## src/rtl/ppcap_pkg.sv

```systemverilog
package ppcap_pkg;

   // Index width for a count of n items; never below one bit.
   function automatic int unsigned idx_w(input int unsigned n);
      return (n > 1) ? $clog2(n) : 1;
   endfunction

   typedef enum logic {
      DR_IDLE = 1'b0,
      DR_RUN  = 1'b1
   } drain_st_e;

endpackage

```

## src/rtl/ppcap_wr_ctrl.sv

```systemverilog
module ppcap_wr_ctrl #(
   parameter int DEPTH = 16,
   parameter int AW    = 4
) (
   input  logic          clk,
   input  logic          rst_n,
   input  logic          in_valid,
   input  logic          busy,
   input  logic          drain_hi,
   output logic [AW-1:0] wp,
   output logic          wp_hi,
   output logic          wr_en,
   output logic          half_evt,
   output logic          wrap_evt
);
   localparam int HALF = DEPTH / 2;

   logic [AW-1:0] wp_q;
   logic          at_mid, at_end;

   assign wp     = wp_q;
   assign wp_hi  = (wp_q >= AW'(HALF));
   assign at_mid = (wp_q == AW'(HALF - 1));
   assign at_end = (wp_q == AW'(DEPTH - 1));
   // the half under drain is frozen; the pointer still moves on.
   assign wr_en  = in_valid && !(busy && (wp_hi == drain_hi));

   always_ff @(posedge clk or negedge rst_n) begin
      if (!rst_n) begin
         wp_q     <= '0;
         half_evt <= 1'b0;
         wrap_evt <= 1'b0;
      end else begin
         half_evt <= in_valid && at_mid;
         wrap_evt <= in_valid && at_end;
         if (in_valid) wp_q <= at_end ? '0 : wp_q + 1'b1;
      end
   end

   p_evt_exclusive_r2: assert property (@(posedge clk) disable iff (!rst_n)
      !(half_evt && wrap_evt));
   p_half_pulse_r2: assert property (@(posedge clk) disable iff (!rst_n)
      half_evt |=> !half_evt);
   p_wrap_pulse_r2: assert property (@(posedge clk) disable iff (!rst_n)
      wrap_evt |=> !wrap_evt);
   p_ptr_wrap_r1: assert property (@(posedge clk) disable iff (!rst_n)
      (in_valid && wp_q == AW'(DEPTH - 1)) |=> (wp_q == '0));

endmodule

```

## src/rtl/ppcap_mem.sv

```systemverilog
module ppcap_mem #(
   parameter int WORD_W = 32,
   parameter int DEPTH  = 16,
   parameter int AW     = 4
) (
   input  logic              clk,
   input  logic              we,
   input  logic [AW-1:0]     waddr,
   input  logic [WORD_W-1:0] wdata,
   input  logic [AW-1:0]     raddr,
   output logic [WORD_W-1:0] rdata
);
   logic [WORD_W-1:0] store [DEPTH];

   always_ff @(posedge clk) begin
      if (we) store[waddr] <= wdata;
   end

   assign rdata = store[raddr];

endmodule

```

## src/rtl/ppcap_drain.sv

```systemverilog
module ppcap_drain
   import ppcap_pkg::*;
#(
   parameter int LANES  = 2,
   parameter int GROUPS = 8,
   parameter int CH_LEN = 16,
   parameter int AW     = 4,
   parameter int LANE_W = 1,
   parameter int GW     = 2,
   parameter int POS_W  = 4
) (
   input  logic              clk,
   input  logic              rst_n,
   input  logic              half_evt,
   input  logic              wrap_evt,
   input  logic              wp_hi,
   input  logic [POS_W-1:0]  rd_pos,
   input  logic              out_ready,
   output logic              busy,
   output logic              drain_hi,
   output logic [AW-1:0]     raddr,
   output logic              out_valid,
   output logic [LANE_W:0]   out_chan,
   output logic [POS_W-1:0]  out_sample,
   output logic              skip_flag,
   output logic              overrun_flag
);
   localparam int HALF = GROUPS * LANES / 2;
   localparam int HG   = GROUPS / 2;
   localparam int SPH  = GROUPS / 4;

   drain_st_e         st_q;
   logic              hi_q, skip_q, ovr_q;
   logic [AW-1:0]     k_q;
   logic [LANE_W-1:0] lane_q;
   logic [GW-1:0]     grp_q;
   logic [POS_W-1:0]  off_q, off_w, samp_w;
   logic [POS_W:0]    off_plus;
   logic              evt, lane_end, last, fire, clash;

   assign busy      = (st_q == DR_RUN);
   assign drain_hi  = hi_q;
   assign evt       = half_evt || wrap_evt;
   assign lane_end  = (lane_q == LANE_W'(LANES - 1));
   assign last      = lane_end && (grp_q == GW'(HG - 1));
   assign fire      = busy && out_ready;
   assign off_plus  = {1'b0, off_q} + (POS_W+1)'(SPH);
   // the next advance would run past the reader.
   assign clash     = ({1'b0, off_q} < {1'b0, rd_pos}) && (off_plus >= {1'b0, rd_pos});

   // Modulo arithmetic for the channel buffer: free for a power of two.
   generate
      if ((CH_LEN & (CH_LEN - 1)) == 0) begin : g_pow2
         assign samp_w = off_q + POS_W'(grp_q >> 1);
         assign off_w  = off_q + POS_W'(SPH);
      end else begin : g_sub
         logic [POS_W:0] samp_sum;
         assign samp_sum = {1'b0, off_q} + (POS_W+1)'(grp_q >> 1);
         assign samp_w = (samp_sum >= (POS_W+1)'(CH_LEN)) ?
                         POS_W'(samp_sum - (POS_W+1)'(CH_LEN)) : POS_W'(samp_sum);
         assign off_w  = (off_plus >= (POS_W+1)'(CH_LEN)) ?
                         POS_W'(off_plus - (POS_W+1)'(CH_LEN)) : POS_W'(off_plus);
      end
   endgenerate

   assign raddr        = hi_q ? (k_q + AW'(HALF)) : k_q;
   assign out_valid    = busy;
   assign out_chan     = {lane_q, grp_q[0]};
   assign out_sample   = samp_w;
   assign skip_flag    = skip_q;
   assign overrun_flag = ovr_q;

   always_ff @(posedge clk or negedge rst_n) begin
      if (!rst_n) begin
         st_q   <= DR_IDLE;
         hi_q   <= 1'b0;
         k_q    <= '0;
         lane_q <= '0;
         grp_q  <= '0;
         off_q  <= '0;
         skip_q <= 1'b0;
         ovr_q  <= 1'b0;
      end else begin
         if (evt && busy) ovr_q <= 1'b1;
         if (evt && !busy) begin
            if (clash) begin
               skip_q <= 1'b1;
            end else begin
               st_q   <= DR_RUN;
               hi_q   <= !wp_hi;
               k_q    <= '0;
               lane_q <= '0;
               grp_q  <= '0;
            end
         end
         if (fire) begin
            if (last) begin
               st_q  <= DR_IDLE;
               off_q <= off_w;
            end else begin
               k_q <= k_q + 1'b1;
               if (lane_end) begin
                  lane_q <= '0;
                  grp_q  <= grp_q + 1'b1;
               end else begin
                  lane_q <= lane_q + 1'b1;
               end
            end
         end
      end
   end

   p_opposite_half_r3: assert property (@(posedge clk) disable iff (!rst_n)
      $rose(busy) |-> (hi_q != wp_hi));
   p_chan_range_r4: assert property (@(posedge clk) disable iff (!rst_n)
      out_valid |-> ({1'b0, out_chan} < (LANE_W+2)'(2 * LANES)));
   p_sample_range_r5: assert property (@(posedge clk) disable iff (!rst_n)
      out_valid |-> ({1'b0, out_sample} < (POS_W+1)'(CH_LEN)));
   p_hold_r8: assert property (@(posedge clk) disable iff (!rst_n)
      (out_valid && !out_ready) |=>
         (out_valid && $stable(out_chan) && $stable(out_sample) && $stable(raddr)));
   p_skip_sticky_r7: assert property (@(posedge clk) disable iff (!rst_n)
      skip_flag |=> skip_flag);
   p_ovr_sticky_r9: assert property (@(posedge clk) disable iff (!rst_n)
      overrun_flag |=> overrun_flag);

endmodule

```

## src/rtl/ppcap_deint.sv

```systemverilog
module ppcap_deint
   import ppcap_pkg::*;
#(
   parameter int LANES  = 2,
   parameter int WORD_W = 32,
   parameter int GROUPS = 8,
   parameter int CH_LEN = 16
) (
   input  logic                         clk,
   input  logic                         rst_n,
   input  logic                         in_valid,
   input  logic [WORD_W-1:0]            in_word,
   input  logic [idx_w(CH_LEN)-1:0]     rd_pos,
   output logic                         half_evt,
   output logic                         wrap_evt,
   output logic                         out_valid,
   input  logic                         out_ready,
   output logic [WORD_W-1:0]            out_word,
   output logic [idx_w(LANES):0]        out_chan,
   output logic [idx_w(CH_LEN)-1:0]     out_sample,
   output logic                         skip_flag,
   output logic                         overrun_flag
);
   localparam int DEPTH  = GROUPS * LANES;
   localparam int AW     = idx_w(DEPTH);
   localparam int LANE_W = idx_w(LANES);
   localparam int GW     = idx_w(GROUPS / 2);
   localparam int POS_W  = idx_w(CH_LEN);

   initial begin : chk_params
      assert (LANES >= 1) else $error("LANES must be at least 1");
      assert (GROUPS >= 4 && GROUPS % 4 == 0) else $error("GROUPS must be a multiple of 4");
      assert (CH_LEN >= 2) else $error("CH_LEN must be at least 2");
      assert (GROUPS / 4 <= CH_LEN) else $error("one half must fit in a channel buffer");
   end

   logic [AW-1:0] wp, raddr;
   logic          wp_hi, wr_en, busy, drain_hi;

   ppcap_wr_ctrl #(.DEPTH(DEPTH), .AW(AW)) u_wr (
      .clk      (clk),
      .rst_n    (rst_n),
      .in_valid (in_valid),
      .busy     (busy),
      .drain_hi (drain_hi),
      .wp       (wp),
      .wp_hi    (wp_hi),
      .wr_en    (wr_en),
      .half_evt (half_evt),
      .wrap_evt (wrap_evt)
   );

   ppcap_mem #(.WORD_W(WORD_W), .DEPTH(DEPTH), .AW(AW)) u_mem (
      .clk   (clk),
      .we    (wr_en),
      .waddr (wp),
      .wdata (in_word),
      .raddr (raddr),
      .rdata (out_word)
   );

   ppcap_drain #(
      .LANES(LANES), .GROUPS(GROUPS), .CH_LEN(CH_LEN),
      .AW(AW), .LANE_W(LANE_W), .GW(GW), .POS_W(POS_W)
   ) u_drain (
      .clk          (clk),
      .rst_n        (rst_n),
      .half_evt     (half_evt),
      .wrap_evt     (wrap_evt),
      .wp_hi        (wp_hi),
      .rd_pos       (rd_pos),
      .out_ready    (out_ready),
      .busy         (busy),
      .drain_hi     (drain_hi),
      .raddr        (raddr),
      .out_valid    (out_valid),
      .out_chan     (out_chan),
      .out_sample   (out_sample),
      .skip_flag    (skip_flag),
      .overrun_flag (overrun_flag)
   );

endmodule

```

## config.mk

```make
export PLATFORM = sky130hd
export DESIGN_NAME = ppcap_deint
export DESIGN_NICKNAME = d
export VERILOG_FILES = /design/src/rtl/ppcap_pkg.sv /design/src/rtl/ppcap_wr_ctrl.sv /design/src/rtl/ppcap_mem.sv /design/src/rtl/ppcap_drain.sv /design/src/rtl/ppcap_deint.sv
export SDC_FILE = /design/constraint.sdc
export NUM_CORES = 1
export LEC_CHECK = 0
export BUFFER_PORTS_ARGS = -buffer_cell sky130_fd_sc_hd__buf_2
export CELL_PAD_IN_SITES_DETAIL_PLACEMENT = 0
export CELL_PAD_IN_SITES_GLOBAL_PLACEMENT = 1
export CORE_AREA = 2 2 216 218
export DETAILED_ROUTE_END_ITERATION = 10
export DIE_AREA = 0 0 218 220
export PLACE_DENSITY_LB_ADDON = 0.1
export SETUP_SLACK_MARGIN = 0.1
export SLEW_MARGIN = 20
export SYNTH_ARGS = -nofsm -noshare
export SYNTH_HDL_FRONTEND = slang
export SYNTH_SLANG_ARGS = --single-unit
```

## constraint.sdc

```tcl
create_clock -name clk -period 5 [get_ports clk]
set_clock_uncertainty 0.05 [all_clocks]
set_input_delay 0.75 -clock clk [delete_from_list [all_inputs] [get_ports clk]]
set_output_delay 0.75 -clock clk [all_outputs]
set_load 0.05 [all_outputs]
```

==> results.md <==
- classification of the worst-slack hold path: in2async
- clock latency on the worst-skew pair: 0.59 ns
- clock input transition at the sequential cells of the worst setup and hold paths: 0.06 ns
- height of the die: 220 um
- overall power: 14.4 mW
- Die X-Extent: 218 um
- sum of routed wire length over all layers: 44.7 mm
- compound-cell area share of the yosys netlist: 3.25%
- CTS Buf Count: 54
- antenna viol nets, final: 0
- Max rail drop VDD: 0.000397 V
- DR pass1 iterations: 6
- Distinct cells, synth: 38
- Max-slew headroom: 29.1%
- post-layout net count: 1087
- Tcrit/Tclk final: 78.2%
- achievable frequency: 0.256 GHz
- Buffers on Ports: 82
- Worst Setup Path Type: reg2out
- pin count of the biggest net entering global routing: 50
- number of warnings issued by yosys: 0
- standby leakage power: 7.63 nW
- Most used DFF post-synth: sky130_fd_sc_hd__edfxtp_1
- Die Outline Area: 48000 um2
- cell area after layout: 23400 um2
- critical path fanouts, max: 37
- Sum Neg Setup Slack: 0 ns
- count of hold-fix buffers inserted at cts: 0
- number of fillers in the final layout: 3710
- Post-Synthesis Cell Area: 20300 um2
- initial antenna violation count: 1
- number of max-slew violations in the final report: 0
- final count of hold timing violations: 0
- row cnt: 79
- last weighted congestion value of the routability-driven placer: 0.687
- Max clock buf depth: 3
- count of flip-flops with a built-in enable after synthesis: 512
- clock tree from TritonCTS: built
- global route total overflow: 0
- overall global routing resource usage: 19.2%
- required time worst endpoint: 4.20 ns
- Core Area: 45900 um2
- CTS Root Buffer Type: sky130_fd_sc_hd__clkbuf_16
- Reg area: 15900 um2
- # H-tree levels: 2
- layout overhead on the synthesized area: 15.2%
- worst slew pin tran: 1.06 ns
- final count of negative-setup-slack endpoints: 0
- CP endpoint kind: output pin
- run status: completed
- clock period minus worst slack: 3.91 ns
- xor/xnor cell area share of the yosys netlist: 0.388%
- Syn Nets: 968
- drc violations: 0
- cell area after placement: 21700 um2
- setup repair after global routing missed its margin: false
- per-cell routed wire length: 26.5 um
- PostCTS Resize Cnt: 0
- number of global-route vias before repair: 9782
- count of boundary I/O pins: 83
- arrival time of data at the critical path endpoint: 3.11 ns
- maxcap violations: 0
- syn_area_per_cell: 22.2 um2
- type of element launching the critical path: register
- Sinks on Clock Net: 532
- half-perimeter wire length of the detailed placement result: 23.6 mm
- post-synthesis sequential element count: 532
- fraction of layout instances using a drive strength above 1: 31.1%
- number of design-rule violations left by the first detailed-router iteration: 622
- Synth Area in Simple Gates: 1.72%
- Pwr per Cell Area: 616 nW/um2
- wire length of the first global-routing pass: 66.2 mm
- arithmetic-cell share of the synthesized area counting full adders, half adders and majority gates: 0.800%
- multi-input combinational cell area: 4290 um2
- post-synthesis sequential area ratio: 78.1%
- combinational family with the most area after synthesis: multiplexers
- post-synthesis instance total: 915
- vias per cell: 5.61
- mux share of post-synthesis cell area: 14.3%
- Starting Density: 44.3%
- fraction of registers with async set or reset after synthesis: 3.76%
- Ant. Diodes: 0
- Via Count: 9446
- buffers inserted during post-CTS setup optimization: 0
-- routing by layer --
layer | share of wire (%) | vias up | GRT usage [%] | wire length (um)
met5 | 0.031 | - | 0 | 14
met4 | 1.7 | 2 | 4.44 | 764
met3 | 3.7 | 58 | 3.45 | 1680
met2 | 50 | 187 | 31.7 | 22200
met1 | 45 | 5111 | 26.8 | 20100
li1 | - | 4088 | - | -
-- worst max-delay path: stages (launching register included) --
cell and delay [ns]:
sky130_fd_sc_hd__dfrtp_4 0.96, sky130_fd_sc_hd__buf_4 0.31, sky130_fd_sc_hd__mux4_2 0.52, sky130_fd_sc_hd__a22oi_1 0.32, sky130_fd_sc_hd__nand2_1 0.14, sky130_fd_sc_hd__buf_2 0.23
-- state kept, by name (all words and copies together), names as in the netlist --
register,cells
u_drain.busy,1
u_drain.drain_hi,1
u_drain.grp_q,2
u_drain.k_q,4
u_drain.lane_end,1
u_drain.off_q,3
u_drain.overrun_flag,1
u_drain.skip_flag,1
u_mem.store,512
u_wr.half_evt,1
u_wr.wp,4
u_wr.wrap_evt,1
-- path summary, 6_finish.rpt --
kind | start | to | slack [ns] | depth (start not counted)
max | u_drain.k_q[0]$_DFF_PN0_ | out_word[3] | 1.09 | 5
min | rst_n | u_drain.overrun_flag$_DFFE_PN0P_ | 0.06 | 1
max reg2reg | u_wr.wp[3]$_DFFE_PN0P_ | u_mem.store[10][8]$_DFFE_PP_ | 1.99 | 5
min reg2reg | u_drain.overrun_flag$_DFFE_PN0P_ | u_drain.overrun_flag$_DFFE_PN0P_ | 0.42 | 1
max in group asynchronous | rst_n | u_drain.k_q[0]$_DFF_PN0_ | 4.46 | 1
min in group clk | in_valid | u_wr.wp[1]$_DFFE_PN0P_ | 0.39 | 2
-- Yosys cell counts (2+ instances only) --
cell type                  count  area share [%]
sky130_fd_sc_hd__and2_1        2           0.062
sky130_fd_sc_hd__clkbuf_1     28            0.52
sky130_fd_sc_hd__nand2b_1      3           0.092
sky130_fd_sc_hd__a22oi_1      64             2.4
sky130_fd_sc_hd__xnor2_1       5            0.22
sky130_fd_sc_hd__xor2_1        4            0.17
sky130_fd_sc_hd__nor2_1       19            0.35
sky130_fd_sc_hd__a211oi_1      2           0.074
sky130_fd_sc_hd__a21o_1        5            0.18
sky130_fd_sc_hd__buf_6         8            0.44
sky130_fd_sc_hd__mux4_2      128              14
sky130_fd_sc_hd__a21oi_1       2           0.049
sky130_fd_sc_hd__edfxtp_1    512              76
sky130_fd_sc_hd__o21ai_0      10            0.25
sky130_fd_sc_hd__buf_2         6            0.15
sky130_fd_sc_hd__ha_1         13            0.80
sky130_fd_sc_hd__inv_1         8            0.15
sky130_fd_sc_hd__buf_1         2           0.037
sky130_fd_sc_hd__o22ai_1       2           0.062
sky130_fd_sc_hd__nand2_1      46            0.85
sky130_fd_sc_hd__nand3_1       4           0.099
sky130_fd_sc_hd__nor3_1        5            0.12
sky130_fd_sc_hd__dfrtp_1      20             2.5
sky130_fd_sc_hd__buf_4         3            0.11
-- layout by cell type, fill, tap and decap left out, types with 12 or more instances in the layout --
master / instances
sky130_fd_sc_hd__edfxtp_1: 512
sky130_fd_sc_hd__mux4_2: 128
sky130_fd_sc_hd__buf_2: 82
sky130_fd_sc_hd__a22oi_1: 64
sky130_fd_sc_hd__clkbuf_16: 57
sky130_fd_sc_hd__nand2_1: 46
sky130_fd_sc_hd__buf_4: 24
sky130_fd_sc_hd__dfrtp_1: 18
sky130_fd_sc_hd__clkinv_1: 17
sky130_fd_sc_hd__ha_1: 13
sky130_fd_sc_hd__nor2_4: 12
-- power breakdown --
part | switching, mW | internal, mW
Combinational | 3.12 | 1.64
Sequential | 0.339 | 5.33
Clock | 1.61 | 2.37
-- cell families after synthesis --
group	after synthesis
DFF	532
AOI/OAI and AO/OA	92
xor gates and xnor gates	9
and+or+nand+nor	83
muxes	130
adders and majority gates	13
buffers and inverters	56
-- metrics by stage --
stage          instances  setup WS [ns]  hold WS [ns]  util (%)
2_1_floorplan        915           1.04         0.404         -
3_3_place_gp        1585           1.61         0.399      47.2
3_5_place_dp        1585           1.62         0.406      47.2
4_1_cts             1684          0.969        0.0499      51.0
5_1_grt             1684          0.886        0.0727      51.0
6_report            1684           1.09        0.0635      51.0
-- area by class of cell --
type | instances | area share (%)
multi-input cells | 327 | 18.3
inverters | 8 | 0.128
repair buffers | 111 | 2.95
clock buffers | 68 | 6.27
flip-flops and latches | 532 | 67.8
clock inverters | 31 | 1.21
well taps | 607 | 3.24
(Power assumes the default switching activity.)
